--- src/rtl/key_write_gate.sv ---
module key_write_gate #(
  parameter int ADDR_W = 8,
  parameter int DATA_W = 32,
  parameter logic [ADDR_W-1:0] KEY_A_ADDR = 8'h6C,
  parameter logic [ADDR_W-1:0] KEY_B_ADDR = 8'h70,
  parameter logic [DATA_W-1:0] KEY_A_VAL  = 32'h83E70B13,
  parameter logic [DATA_W-1:0] KEY_B_VAL  = 32'h95A4F1E0
) (
  input  logic              clk,
  input  logic              rst_n,
  input  logic              wr_en,
  input  logic [ADDR_W-1:0] wr_addr,
  input  logic [DATA_W-1:0] wr_data,
  input  logic              rd_en,
  input  logic [ADDR_W-1:0] rd_addr,
  output logic              wr_pass,
  output logic              rd_zero,
  output logic              unlocked
);

  typedef enum logic [1:0] {SHUT = 2'd0, ARMED = 2'd1, OPEN = 2'd2} gate_t;

  gate_t st, nxt;

  logic hit_a, hit_b, good_a, good_b, key_wr;

  assign hit_a  = wr_en && (wr_addr == KEY_A_ADDR);
  assign hit_b  = wr_en && (wr_addr == KEY_B_ADDR);
  assign good_a = (wr_data == KEY_A_VAL);
  assign good_b = (wr_data == KEY_B_VAL);
  assign key_wr = hit_a || hit_b;

  always_comb begin
    nxt = st;
    if (hit_a)
      nxt = !good_a ? SHUT : ((st == OPEN) ? OPEN : ARMED);
    else if (hit_b)
      nxt = !good_b ? SHUT : ((st == SHUT) ? SHUT : OPEN);
    else if (wr_en && st == ARMED)
      nxt = SHUT;
  end

  always_ff @(posedge clk) begin
    if (!rst_n) st <= SHUT;
    else        st <= nxt;
  end

  assign unlocked = (st == OPEN);
  assign wr_pass  = wr_en && !key_wr && unlocked;
  assign rd_zero  = rd_en && (rd_addr == KEY_A_ADDR || rd_addr == KEY_B_ADDR);


  open_needs_key_b_chk: assert property (@(posedge clk) disable iff (!rst_n)
    $rose(unlocked) |-> $past(hit_b && good_b));


  stay_shut_chk: assert property (@(posedge clk) disable iff (!rst_n)
    (!unlocked && !(hit_b && good_b)) |=> !unlocked);


  bad_key_relock_chk: assert property (@(posedge clk) disable iff (!rst_n)
    ((hit_a && !good_a) || (hit_b && !good_b)) |=> (!unlocked && st == SHUT));


  stay_open_chk: assert property (@(posedge clk) disable iff (!rst_n)
    (unlocked && !(hit_a && !good_a) && !(hit_b && !good_b)) |=> unlocked);


  key_no_leak_chk: assert property (@(posedge clk) disable iff (!rst_n)
    key_wr |-> !wr_pass);

endmodule

--- config.mk ---
export PLATFORM = sky130hd
export DESIGN_NAME = key_write_gate
export DESIGN_NICKNAME = d
export VERILOG_FILES = /design/src/rtl/key_write_gate.sv
export SDC_FILE = /design/constraint.sdc
export NUM_CORES = 1
export LEC_CHECK = 0
export ABC_AREA = 1
export BUFFER_PORTS_ARGS = -buffer_cell sky130_fd_sc_hd__buf_2
export CAP_MARGIN = 15
export CORE_MARGIN = 8
export CORE_UTILIZATION = 39
export DETAILED_ROUTE_END_ITERATION = 6
export GPL_TIMING_DRIVEN = 0
export PLACE_DENSITY = 0.87
export REMOVE_ABC_BUFFERS = 1
export SETUP_SLACK_MARGIN = 0.02
export SLEW_MARGIN = 15
export SYNTH_ARGS = -nofsm -noshare
export SYNTH_HDL_FRONTEND = slang
export SYNTH_SLANG_ARGS = --single-unit
--- constraint.sdc ---
create_clock -name clk -period 2.1 [get_ports clk]
set_input_delay 0.21 -clock clk [delete_from_list [all_inputs] [get_ports clk]]
set_output_delay 0.21 -clock clk [all_outputs]
set_load 0.005 [all_outputs]
# == After elaboration in Yosys (flattened, before gate mapping) ==
# Cells that the tools add are included.
# Widths: inputs -> output; s select.
# word_totals
reg_bits,2
out_inout_bits,3
# op_classes
eq_ne,8
mux,7
reduce_logical,11
# op_table
operator,n
$eq 32x32->1 const B,2
$eq 8x7->1 const B,4
$mux 2,7
$logic_and 1x1->1,6
$reduce_bool 3->1,1
$eq 2x1->1 const B,1
$eq 2x2->1 const B,1
$logic_not 2->1,1
$logic_or 1x1->1,2
$logic_not 1->1,1

# == Depth between registers and ports, before layout ==
# Gate-level depths: netlist of the first run.
# depth
ltp_word,6
mapped_depth,10

# == Least setup slack after synthesis of the first run ==
# OpenSTA, ideal clock, no wires.
# synth_timing
path_kind,reg2out
startpoint,reg st[1]
endpoint,out wr_pass
t_arrival_ns,0.751
required_time_ns,1.890
setup_slack_ns,1.139
stages_incl_launch_ff,5
path_cell_list,dfxtp_1 > inv_1 > nor2_2 > inv_1 > nor3_1
# synth_via
elab_chain_len,2
# synth_rtl
item,line_no,text
from (decl),23,"gate_t st, nxt;"
from (signal assigned),45,else st <= nxt;
$eq 2x2->1,48,assign unlocked = (st == OPEN);
net unlocked,18,output logic unlocked
$logic_and 1x1->1,49,assign wr_pass = wr_en && !key_wr && unlocked;
to (decl),16,"output logic wr_pass,"
# The timed path passes the listed nets, and every way through them passes these cells.

# == Final worst setup path of the first run ==
# layout_timing
startpoint,reg st[1]
endpoint,out wr_pass
# layout_via
elab_chain_len,2
# layout_rtl
item,line_no
$eq 2x2->1,48
$logic_and 1x1->1,49
# Every way passes these cells.

==> metrics.yaml, run 1 <==
outcome:
  status: "completed"
hold_path:
  hold_start: "rst_n"
  hp-class: "in2reg"
  min_to: "st[0]"
  worstHoldPathCells: 3
clock_network:
  cts_root_buf: "clkbuf_4"
  hold_buffers: 0
  clk_pin_slew_ns: 0.03
  cts_resized: 0
  cts_setup_buffers: 0
  clk_latency_ns: 0.22
  cts_max_level: 1
  cts_buffer_depth: 2
  clock-sinks: 2
  cts_tree: "built"
  cts_buffers: 3
setup_path:
  path_max_fanout: 3
  crit_type: "reg2out"
  max_stage_delay_ns: 0.34
  cp-start-kind: "flip-flop"
  timing.rr.end: "st[1]"
  crit_slowest_cell: "dfxtp_1"
  r2r-start: "st[0]"
  rrSetupSlack_ns: 1.13
  cp.required_ns: 1.89
  cp_common_cell: "inv_1"
  worstPathCellList: "inv_1, nor2_2, inv_1, nor3_1, buf_2"
  endpoint_kind: "output port"
  worst_ep_arrival_time_ns: 1.09
  r2r_cells: 8
drt:
  wirelength_um: 1900
  drt_iter0_drc: 17
  drt-pass1-iter-count: 4
  ant_nets: 0
  via_count: 851
  route.detailed.drc: 0
  wire_per_inst_um: 9.83
  vias_per_cell: 4.41
global_routing:
  grt_overflow: 0
  gr-usage-all-layers_pct: 13.1
  antenna_found_initial: 0
  grt_max_degree: 5
  grt_first_pass_wirelength_um: 3100
  first_global_vias: 918
timing:
  worstMarginPinSlew_ns: 0.193
  skew_ns: 0.000518
  fin_ws_ns: 0.801
  drv_slew: 0
  fmax_mhz: 770
  finalHoldViolCount: 0
  timing.final.crit_period_ns: 1.30
  setup_viol: 0
  tns_ns: 0
  fin_crit_sh_pct: 61.9
  rsz0062_at_grt: "false"
  slew_headroom_pct: 87.0
floorplan:
  floorplan.initialDensity_pct: 40.1
  core_area_um2: 1450
  ios: 55
  die_height_um: 54.7
  dieArea_um2: 2990
  die_w_um: 54.7
  fp-row-count: 14
place:
  portBuffers: 54
  place.gp.congestion: 0.718
  dp_hpwl_um: 1770
  place_ws_ns: 0.971
  dpl-instance-area_um2: 873
synthesis:
  yosysWarningCount: 0
  ys_types: 17
  netlist_instances: 120
  seq_area_frac_synth_pct: 6.87
  avgSynthCellArea_um2: 4.86
  ys_ff_latch: 2
  syn_area_um2: 583
pwr:
  p_per_area_nw_per_um2: 241
  p_leak_nw: 0.589
  peakVddDrop_mv: 0.107
cells_and_area:
  final_nets: 231
  areaGrowthSynthToFinish_pct: 53.6
  final_cell_area_um2: 896
  drive_gt1_share_pct: 40.7
  antennaDiodeCount: 0
  largest_reg_flops: 2
  largest_register: "st"
  reg_top3: "st x2"
run:
  cap_violations: 0
where the power goes:
| part | internal [mW] | switching, mW | total (mW) |
|---|---|---|---|
| Sequential | 0.0385 | 0.000221 | 0.0388 |
| Clock | 0.0627 | 0.0184 | 0.0812 |
| Combinational | 0.0500 | 0.0458 | 0.0959 |
cells by family (layout without fill, tap and decap cells):
| family | count (synthesis) | after routing | synth area share, % |
|---|---|---|---|
| compound gates | 2 | 2 | 1.72 |
| buf+inv | 32 | 89 | 20.6 |
| flops | 2 | 2 | 6.87 |
| simple gates | 84 | 84 | 70.8 |
final cells by class:
cell class	count	area, µm²
clock buffer	3	22.5
fill	157	558
inverter	32	120
multi-input combinational	86	423
sequential	2	40.0
tap	16	20.0
timing repair buffer	54	270
cell usage in the layout, fill, tap and decap left out:
cell type,n
a21oi_1,2
buf_2,54
clkbuf_4,3
dfxtp_1,2
inv_1,29
inv_2,3
nand2_1,36
nand2_2,1
nand3_1,4
nand3_2,3
nand3b_4,1
nand4_1,2
nor2_1,28
nor2_2,2
nor2_4,3
nor3_1,1
nor3_2,1
nor3_4,1
nor4_1,1
how the worst max path moves through the flow:
stage | from | endpoint | depth (start not counted)
floorplan | st[1] | wr_pass | 4
global placement | wr_addr[7] | wr_pass | 8
detailed placement | wr_addr[7] | wr_pass | 8
CTS | st[1] | wr_pass | 5
global route | st[1] | wr_pass | 5
finish | st[1] | wr_pass | 5
cell usage after synthesis, drive strengths merged:
cell | instances | area [µm²]
nand4 | 2 | 12.5
nor2 | 33 | 151
nor3 | 3 | 31.3
nand3b | 1 | 20.0
nand2 | 37 | 141
nand3 | 7 | 50.1
nor4 | 1 | 6.26
dfxtp | 2 | 40.0
inv | 32 | 120
a21oi | 2 | 10.0
per-stage QoR:
step	total power [mW]	util (%)	std cells	hold WS [ns]
after CTS	0.220	61.6	193	0.242
after detailed placement	0.135	60.1	190	0.468
final	0.216	61.6	193	0.241
after global placement	0.130	60.1	190	0.463
after global routing	0.234	61.6	193	0.255
after floorplan	0.0760	-	120	0.345
per-layer routing:
metal	up-vias	track usage [%]	wire length (µm)
li1	465	-	-
met1	363	10.4	643
met2	23	29.1	1110
met3	0	2.45	150
met4	0	4.51	0
met5	-	0	0
worst max-delay path: cells and delay by family, from the launching register on:
kind,cells,cell delay (ns)
buffers and inverters,3,0.28
flip-flops,1,0.34
AND/OR/NAND/NOR,2,0.24
(Power assumes the default switching activity.)
==> inputs of run 2 (changes only) <==
--- a/config.mk
+++ b/config.mk
@@ -5,14 +5,14 @@
 export SDC_FILE = /design/constraint.sdc
 export NUM_CORES = 1
 export LEC_CHECK = 0
-export ABC_AREA = 1
+export ABC_AREA = 0
 export BUFFER_PORTS_ARGS = -buffer_cell sky130_fd_sc_hd__buf_2
 export CAP_MARGIN = 15
 export CORE_MARGIN = 8
-export CORE_UTILIZATION = 39
+export CORE_UTILIZATION = 29
 export DETAILED_ROUTE_END_ITERATION = 6
 export GPL_TIMING_DRIVEN = 0
-export PLACE_DENSITY = 0.87
+export PLACE_DENSITY = 0.8
 export REMOVE_ABC_BUFFERS = 1
 export SETUP_SLACK_MARGIN = 0.02
 export SLEW_MARGIN = 15
==> constraint.sdc (replaced) <==
create_clock -name clk -period 1.3 [get_ports clk]
set_input_delay 0.13 -clock clk [delete_from_list [all_inputs] [get_ports clk]]
set_output_delay 0.13 -clock clk [all_outputs]
set_load 0.005 [all_outputs]
==> run 2 against run 1 <==
Net effect: sequential share of layout area grew 1.2 points; clock skew is 0.0064 ns higher; combinational power grew 20%; area after synthesis decreased by 34%; register-to-register slack lost 0.83 ns; global-route usage decreased by 0.43 points; first-iteration DRC count is 71% lower; clock-buffer cell count is the same; final cell count shrank 35%; cell area shrank 22%; critical path type unchanged.
==> metrics.yaml, run 2 <==
synthesis:
  netlist_instances: 53
  ys.flop_type: "dfxtp_1"
  yosysWarningCount: 0
  seq_area_frac_synth_pct: 10.4
  synth_top_family_by_area: "simple AND/OR/NAND/NOR gates"
  yosysTopAreaCell: "dfxtp_1"
  async_reset_ff_share_pct: 0
  synth_edf_count: 0
  synthXorXnorAreaFrac_pct: 0
  ys_ff_latch: 2
  synthAdderAreaFrac_pct: 0
  avgSynthCellArea_um2: 7.29
  ys_types: 22
  synth_common_cells: "nand3_1 (6), nor2_1 (6), nand2_1 (5)"
  synth-compound-area-share_pct: 12.9
  synth.mux.area_fraction_pct: 0
  synth-simple-area-share_pct: 76.7
  synth.top_cell.area_share_pct: 10.4
  ys_top_cells_by_area: "dfxtp_1 (10%), nor4b_1 (9.1%), nor3_4 (8.4%)"
  syn_area_um2: 387
timing:
  fmax_mhz: 815
  rsz0062_at_grt: "false"
  timing.final.crit_period_ns: 1.23
  fin_crit_sh_pct: 94.4
  finalHoldViolCount: 0
  setup_viol: 0
  tns_ns: 0
  skew_ns: 0.00689
  drv_slew: 0
  slew_headroom_pct: 79.4
  worstMarginPinSlew_ns: 0.309
floorplan:
  floorplan.initialDensity_pct: 30.5
  die_height_um: 52.5
  ios: 55
  core_area_um2: 1270
  fp-row-count: 13
  die_w_um: 52.5
  dieArea_um2: 2760
drt:
  ant_nets: 0
  route.detailed.drc: 0
  wirelength_um: 1660
  vias_per_cell: 5.22
  drt_iter0_drc: 5
  drt-pass1-iter-count: 3
  via_count: 652
  wire_per_inst_um: 13.3
place:
  portBuffers: 54
  dp_hpwl_um: 1530
  placed_cells: 122
  place.gp.congestion: 0.711
clock_network:
  clk_latency_ns: 0.22
  cts_root_buf: "clkbuf_4"
  cts_setup_buffers: 0
  hold_buffers: 0
  cts_tree: "built"
  clk_pin_slew_ns: 0.03
  cts_buffers: 3
  cts_max_level: 1
  clock-sinks: 2
  cts_buffer_depth: 2
cells_and_area:
  nFillCells: 132
  largest_register: "st"
  final_nets: 164
  reg_top3: "st x2"
  layout.cells.most_common: "buf_2"
  final_core_util_pct: 55.2
  final_cells: 125
  drive_gt1_share_pct: 56.4
  areaGrowthSynthToFinish_pct: 81.2
  antennaDiodeCount: 0
  largest_reg_flops: 2
  layout_common_cells: "buf_2 (54), nor2_1 (6), nand3_1 (6), nand2_1 (5), nor4b_1 (4)"
setup_path:
  endpoint_kind: "output port"
  cp.required_ns: 1.17
  path_max_fanout: 6
  crit_slowest_cell: "dfxtp_1"
  cp_top_family: "flip-flops"
  crit_type: "reg2out"
  worstPathCellList: "nor2b_2, and3_1, buf_2"
  max_stage_delay_ns: 0.39
  worst_ep_arrival_time_ns: 1.10
  cp-start-kind: "flip-flop"
  path_buf_inv: 1
pwr:
  totalPowerFinal_mw: 0.312
  p_leak_nw: 0.373
  p_per_area_nw_per_um2: 445
  peakVddDrop_mv: 0.316
run:
  cap_violations: 0
global_routing:
  antenna_found_initial: 0
  first_global_vias: 702
  grt_first_pass_wirelength_um: 2740
  gr-usage-all-layers_pct: 12.6
  grt_overflow: 0
  grt_max_degree: 7
hold_path:
  hp-class: "in2reg"
outcome:
  status: "completed"
run 2: cells by family (layout without fill, tap and decap cells):
group,Yosys count,after routing
AO/OA/AOI/OAI,8,8
buffers and inverters,0,57
flip-flops,2,2
AND/OR/NAND/NOR,43,43
run 2: final timing paths:
kind         startpoint      end  slack (ns)  depth (start not counted)
max               st[1]  wr_pass        0.07                          3
min               rst_n    st[1]        0.20                          3
min reg2reg       st[0]    st[0]        0.52                          2
max reg2reg       st[1]    st[1]        0.30                          4
run 2: layout make-up:
class / instances / area, µm² / area share [%]
clock buffers: 3 / 22.5 / 3.21
multi-input cells: 51 / 349 / 49.8
flip-flops and latches: 2 / 40.0 / 5.71
well taps: 15 / 18.8 / 2.68
repair buffers: 54 / 270 / 38.6
run 2: where the power goes:
group / switching, mW / total (mW) / internal (mW) / leakage (nW)
combinational: 0.0437 / 0.115 / 0.0709 / 0.344
clock: 0.0335 / 0.135 / 0.102 / 0.0138
sequential: 0.0000000000000844 / 0.0619 / 0.0619 / 0.0161
total: 0.0771 / 0.312 / 0.234 / 0.373
run 2: worst min-delay path, stage by stage:
cell and delay [ns]:
buf_2 0.12, nand3_1 0.07, o21ai_1 0.05
run 2: layer usage:
metal | part of all wire, % | global-route usage (%)
met5 | 0 | 0
met3 | 14 | 5.68
met4 | 0 | 3.88
met2 | 52 | 23.9
met1 | 34 | 11.7
run 2: what timing repair did:
item                       CTS  global route
hold endpoints to repair     0             0
setup endpoints to repair    0             1
resized for setup            0             1
run 2: stage by stage:
stage | area, µm² | setup WS, ns | hold slack, ns
2_1_floorplan | 387 | 0.188 | 0.270
3_3_place_gp | 676 | 0.0178 | 0.418
3_5_place_dp | 676 | -0.00929 | 0.422
4_1_cts | 698 | 0.0419 | 0.187
5_1_grt | 701 | 0.0184 | 0.183
6_report | 701 | 0.0732 | 0.197
